**config.mk**
```make
export PLATFORM = sky130hd
export DESIGN_NAME = tlb16_mgr
export DESIGN_NICKNAME = d
export VERILOG_FILES = /design/src/rtl/tlb16_mgr.sv
export SDC_FILE = /design/constraint.sdc
export NUM_CORES = 2
export LEC_CHECK = 0
export BUFFER_PORTS_ARGS = -buffer_cell sky130_fd_sc_hd__buf_4
export CORE_MARGIN = 8
export CORE_UTILIZATION = 43
export CTS_BUF_LIST = sky130_fd_sc_hd__clkbuf_16
export CTS_CLUSTER_DIAMETER = 120
export DETAILED_ROUTE_END_ITERATION = 10
export SLEW_MARGIN = 20
export SYNTH_ARGS = -nofsm -noshare
export SYNTH_HDL_FRONTEND = slang
export SYNTH_SLANG_ARGS = --single-unit
export TNS_END_PERCENT = 5
```
**constraint.sdc**
```tcl
create_clock -name clk -period 9.6 [get_ports clk]
set_input_delay 1.44 -clock clk [delete_from_list [all_inputs] [get_ports clk]]
set_output_delay 1.44 -clock clk [all_outputs]
set_load 0.02 [all_outputs]
```
**src/rtl/tlb16_mgr.sv**
```systemverilog
module tlb16_mgr #(
  parameter int ENTRIES = 16
) (
  input  logic                       clk,
  input  logic                       rst_n,
  input  logic                       wr_idx_go,
  input  logic                       wr_rand_go,
  input  logic                       probe_go,
  input  logic                       read_go,
  input  logic [$clog2(ENTRIES)-1:0] rand_sel,
  input  logic [31:0]                st_hi,
  input  logic [31:0]                st_lo_even,
  input  logic [31:0]                st_lo_odd,
  input  logic [31:0]                st_pmask,
  input  logic [31:0]                st_index,
  output logic                       done,
  output logic [31:0]                up_hi,
  output logic [31:0]                up_lo_even,
  output logic [31:0]                up_lo_odd,
  output logic [31:0]                up_pmask,
  output logic [31:0]                up_index
);
  localparam int IW = $clog2(ENTRIES);

  logic [18:0] tag_q  [ENTRIES];
  logic [7:0]  id_q   [ENTRIES];
  logic [11:0] size_q [ENTRIES];
  logic        glb_q  [ENTRIES];
  logic [30:0] even_q [ENTRIES];
  logic [30:0] odd_q  [ENTRIES];

  wire go_wi = wr_idx_go;
  wire go_wr = wr_rand_go & ~wr_idx_go;
  wire go_pr = probe_go & ~wr_idx_go & ~wr_rand_go;
  wire go_rd = read_go & ~wr_idx_go & ~wr_rand_go & ~probe_go;
  wire any_go = wr_idx_go | wr_rand_go | probe_go | read_go;

  wire [IW-1:0] wsel = go_wi ? st_index[IW-1:0] : rand_sel;
  wire [IW-1:0] rsel = st_index[IW-1:0];

  logic          hit;
  logic [IW-1:0] hit_idx;

  always_comb begin
    hit = 1'b0;
    hit_idx = '0;
    for (int i = ENTRIES - 1; i >= 0; i--) begin
      if (tag_q[i] == st_hi[31:13] && (glb_q[i] || id_q[i] == st_hi[7:0])) begin
        hit = 1'b1;
        hit_idx = IW'(i);
      end
    end
  end

  wire [31:0] probe_idx = hit ? {{(32-IW){1'b0}}, hit_idx} : {1'b1, st_index[30:0]};

  always_ff @(posedge clk) begin
    if (!rst_n) begin
      for (int i = 0; i < ENTRIES; i++) begin
        tag_q[i]  <= '0;
        id_q[i]   <= '0;
        size_q[i] <= '0;
        glb_q[i]  <= 1'b0;
        even_q[i] <= '0;
        odd_q[i]  <= '0;
      end
      done       <= 1'b0;
      up_hi      <= '0;
      up_lo_even <= '0;
      up_lo_odd  <= '0;
      up_pmask   <= '0;
      up_index   <= '0;
    end else begin
      done <= any_go;
      if (go_wi || go_wr) begin
        tag_q[wsel]  <= st_hi[31:13];
        id_q[wsel]   <= st_hi[7:0];
        size_q[wsel] <= st_pmask[24:13];
        glb_q[wsel]  <= st_lo_even[0] & st_lo_odd[0];
        even_q[wsel] <= st_lo_even[31:1];
        odd_q[wsel]  <= st_lo_odd[31:1];
      end
      if (any_go) begin
        up_hi      <= go_rd ? {tag_q[rsel], 5'b0, id_q[rsel]} : st_hi;
        up_lo_even <= go_rd ? {even_q[rsel], glb_q[rsel]} : st_lo_even;
        up_lo_odd  <= go_rd ? {odd_q[rsel], glb_q[rsel]} : st_lo_odd;
        up_pmask   <= go_rd ? {7'b0, size_q[rsel], 13'b0} : st_pmask;
        up_index   <= go_pr ? probe_idx : st_index;
      end
    end
  end


  done_after_cmd_chk: assert property (@(posedge clk) disable iff (!rst_n)
    any_go |=> done);


  done_single_chk: assert property (@(posedge clk) disable iff (!rst_n)
    !any_go |=> !done);


  quiet_hold_chk: assert property (@(posedge clk) disable iff (!rst_n)
    !any_go |=> $stable(up_index) && $stable(up_hi));


  miss_keeps_low_chk: assert property (@(posedge clk) disable iff (!rst_n)
    go_pr |=> !up_index[31] || up_index[30:0] == $past(st_index[30:0]));


  hit_upper_zero_chk: assert property (@(posedge clk) disable iff (!rst_n)
    go_pr |=> up_index[31] || up_index[31:IW] == '0);


  read_global_pair_chk: assert property (@(posedge clk) disable iff (!rst_n)
    go_rd |=> up_lo_even[0] == up_lo_odd[0]);


  read_size_field_chk: assert property (@(posedge clk) disable iff (!rst_n)
    go_rd |=> up_pmask[31:25] == '0 && up_pmask[12:0] == '0);
endmodule

```
Word-level counts from Yosys, hierarchy flattened --
Memories as Yosys holds them, arrays and structs flattened. Index checks and enable logic that the tools add are counted.
Storage, ports and cells: output and inout port bits 161, input port bits 170, bits in writable memories 1632, register bits 161, word-level logic and storage cells 157, memories 6
Cells by class: bitwise gates (word level) 13, reductions and logical operators 39, eq/ne operators 32, mux-type cells 61
Memories:
- even_q | words 16, width 31, read ports 1, clocked after memory_dff 0, wr ports 16, line 29 | logic [30:0] even_q [ENTRIES];
- odd_q | words 16, width 31, read ports 1, clocked after memory_dff 0, wr ports 16, line 30 | logic [30:0] odd_q [ENTRIES];
- tag_q | words 16, width 19, read ports 17, clocked after memory_dff 0, wr ports 16, line 25 | logic [18:0] tag_q [ENTRIES];
- size_q | words 16, width 12, read ports 1, clocked after memory_dff 0, wr ports 16, line 27 | logic [11:0] size_q [ENTRIES];
- id_q | words 16, width 8, read ports 17, clocked after memory_dff 0, wr ports 16, line 26 | logic [7:0] id_q [ENTRIES];
- glb_q | words 16, width 1, read ports 17, clocked after memory_dff 0, wr ports 16, line 28 | logic glb_q [ENTRIES];
Operators with widths (count):
- $eq 19x19->1 | 16
- $mux 32 | 6
- $eq 8x8->1 | 16
- $mux 4 | 23
- $mux 31 | 2
- $reduce_or 31->1 | 2
- $mux 1 | 27
- $mux 19 | 1
- $reduce_or 19->1 | 1
- $logic_or 1x1->1 | 17
- $logic_and 1x1->1 | 16
- $mux 12 | 1
- $reduce_or 12->1 | 1
- $mux 8 | 1
- $reduce_or 8->1 | 1
- $and 1x1->1 | 7
- $not 1->1 | 3
- $or 1x1->1 | 3
- $reduce_or 1->1 | 1

Depth between registers and ports, before layout --
depth after elaboration 21, gate-level depth with buffers 12

Least setup slack after synthesis --
Ideal clock, no wire load.
path kind input -> register, start point input port st_index[0], end point memory even_q[7][0], enable pin, library setup time 0.701 ns, arrival time 9.476 ns, stages 5, slack -0.577 ns, cell sequence clkbuf_1 -> buf_2 -> buf_2 -> a32oi_1 -> o21ai_0
RTL lines:
- start: declaration | line 15 | input logic [31:0] st_index,
- end: declaration | line 29

Worst setup path after layout --
start point input port st_index[0], end point register up_lo_even[1]
On the way: cells in the longest elaborated chain, start to end 2
RTL lines:
- $mem_v2 16x31
- $mux 32 | line 85 | up_lo_even <= go_rd ? {even_q[rsel], glb_q[rsel]} : st_lo_even;
- end signal: assignment | line 85
- end: declaration | line 18 | output logic [31:0] up_lo_even,
No other way between the ends. A chain may end at the register's enable or synchronous reset.

==> metrics.cfg <==
[clock_tree]
clkTransAtPathRegs_ns=0.06
insertion_delay_ns=0.84
cts_buffer_depth=3
root_buffer=clkbuf_16
cts.htree.levels=4
numCtsBuffers=195
cts_tree=built
ctsResizeCount=0
post_cts_buffers=0
holdBufCountCts=0
cts_sinks=1793

[floorplan]
die_area_um2=212000
pin_count=331
die_x_um=460
die_h_um=460
core-area_um2=197000
start_util=0.431
rows=163

[timing]
slew_viol_final=0
worst_slew_pin_slew_ns=1.18
fin_tns_setup_ns=0
clock-skew-final_ns=0.0371
setup_viol_count_final=0
slew_headroom=0.212
max_freq_mhz=221
final-hold-violation-count=0
fin_crit_ns=4.53
grt_setup_unrepaired=no
period_share=0.472

[global_route]
grt_use_total=0.239
grt_start_max_net_pins=147
first_global_vias=50600
grt-ovfl-total=0
grt_pass1_wl_mm=372
antenna_found_initial=34

[pwr]
power_uw=18300
leakagePower_uw=0.0359
peakVddDrop_v=0.000187
p_per_area_nw_per_um2=192

[synth]
synth.largest_area_cell=edfxtp_1
syn_area_um2=84900
async_reset_ff_frac=0
yosysSeqAreaShare=0.614
ys_top_cells_by_area=edfxtp_1 (57%), mux4_2 (14%), and2_1 (9.0%)
syn_nets=5792
synth_ff_type=edfxtp_1
ys_ff_latch=1793
synth.distinct_cells=52
syn-instance-count=5622
syn_avg_cell_area_um2=15.1
yosys_warnings=0
synth_top_area_share=0.572
synth_edf_count=1616

[worst_setup_path]
crit_type=in -> reg
cp_data_arrival_time_ns=5.24
worstPathRequired_ns=10.31
cp_slowest_cell=buf_4
rr_startpoint=tag_q[5][18]
endpoint_kind=flop
reg2reg_slack_ns=6.03
reg2regPathDepth=9
crit_path_max_incr_delay_ns=0.83
r2r_end=up_index[24]
start_kind=input pin
crit_chain=buf_8 -> buf_4 -> buf_4 -> mux4_2 -> mux4_2 -> mux2i_1 -> nand2_1 -> o211a_1
cp_max_fo=59

[min_path]
hp-start=glb_q[14]
hold_class=reg -> reg
holdPathEnd=glb_q[14]
hold_depth=2

[outcome]
status=finished clean

[job]
max-cap-violations=0

[cells_and_area]
syn_to_final_growth_pct=12.6
fin_area_um2=95600
utilization=0.486
drive_gt1_frac=0.213
fill_cells=16700
final_nets=5833

[place]
placed_cell_area_um2=89300
dp_hpwl_mm=145
io_buffers=330
place.gp.congestion=0.856

[route]
wl_mm=258
ant_nets=0
wl_per_cell_um=30.4
first_pass_iters=5
vias=49400
drtIter0Drc=5611
viasPerCell=5.82
drc_errors=0

==> per-layer routing <==
metal / track usage / part of all wire
met5: 0 / 0.00048
met4: 0.0724 / 0.030
met3: 0.0468 / 0.075
met2: 0.392 / 0.48
met1: 0.324 / 0.41
==> per-stage QoR <==
step | hold WS (ns) | cells | setup WS [ns]
5_1_grt | 0.494 | 8478 | 4.76
2_1_floorplan | 0.446 | 5622 | -0.577
3_5_place_dp | 0.465 | 8104 | 4.15
4_1_cts | 0.477 | 8472 | 5.03
3_3_place_gp | 0.460 | 8100 | 4.17
6_report | 0.479 | 8489 | 5.07
==> layout make-up <==
cell class | instances | area (um^2) | area share
Timing Repair Buffer | 428 | 3510 | 0.0367
Clock buffer | 200 | 5000 | 0.0524
Multi-Input combinational cell | 3240 | 30500 | 0.319
Clock inverter | 168 | 1190 | 0.0124
Sequential cell | 1793 | 52100 | 0.545
Inverter | 5 | 18.8 | 0.000196
Antenna cell | 15 | 37.5 | 0.000393
Tap cell | 2640 | 3300 | 0.0346
==> layout by cell type (no fill, tap or decap), drive strengths merged, types with 5 or more instances in the layout <==
cell type	instances
a21oi	18
a22o	53
and2	1217
and3	405
buf	426
bufinv	15
clkbuf	202
clkinv	80
dfxtp	177
diode	15
edfxtp	1616
inv	76
mux2i	102
mux4	510
nand2	135
nand3	37
nand4	14
nor2	25
nor3	15
nor4	99
o211a	101
o21ai	36
or3	5
xnor2	48
xor2	384
==> how the worst max path moves through the flow <==
stage                start             to  slack (ns)  cells after the start
6_report       st_index[0]  up_lo_even[1]        5.07                      8
5_1_grt        st_index[0]  up_lo_even[5]        4.76                      8
4_1_cts        st_index[0]  up_lo_even[1]        5.03                      8
3_5_place_dp   st_index[0]  up_lo_even[1]        4.15                      8
3_3_place_gp   st_index[0]  up_lo_even[5]        4.17                      8
2_1_floorplan  st_index[0]   even_q[7][0]       -0.58                      5
==> registers in the layout (all words and copies together), names as in the netlist <==
signal and cells:
up_pmask 32, id_q 128, odd_q 496, glb_q 16, size_q 192, done 1, up_index 32, up_hi 32
tag_q 304, even_q 496, up_lo_odd 32, up_lo_even 32
==> Yosys cell counts (3+ instances only) <==
cell type / number
a22o_1: 53
nor4_1: 97
buf_4: 26
o22ai_1: 3
buf_1: 25
a21oi_1: 18
nand4_1: 14
nand2b_1: 4
buf_6: 33
nor3_1: 14
nor2_1: 25
a32oi_1: 3
and2_1: 1215
buf_2: 66
nor2b_1: 3
mux4_2: 510
nand2_1: 135
clkbuf_1: 434
xnor2_1: 48
o211a_1: 101
mux2i_1: 102
o21ai_0: 34
inv_1: 5
dfxtp_1: 177
nand3_1: 37
xor2_1: 384
and3_1: 405
or3_1: 5
edfxtp_1: 1616
==> power breakdown <==
group / internal (uW) / switching [uW] / total, uW
clock network: 4160 / 3160 / 7320
registers: 8990 / 215 / 9210
logic: 731 / 1090 / 1820
total: 13900 / 4460 / 18300
==> worst max-delay path, delay by kind of cell <==
family	cells	cell delay, ns
buffers and inverters	3	2.14
AO/OA/AOI/OAI	1	0.17
AND/OR/NAND/NOR	1	0.08
multiplexers	3	1.21
==> cells by family (layout without fill, tap and decap cells) <==
kind of cell	after synthesis	after routing	synth area share
and+or+nand+nor	1965	1965	0.140
DFF	1793	1793	0.614
muxes	612	612	0.147
buffers and inverters	589	801	0.0311
xor gates and xnor gates	432	432	0.0446
AOI/OAI and AO/OA	231	231	0.0232
other	0	15	0
No activity file was read; power rests on OpenSTA's default activity.
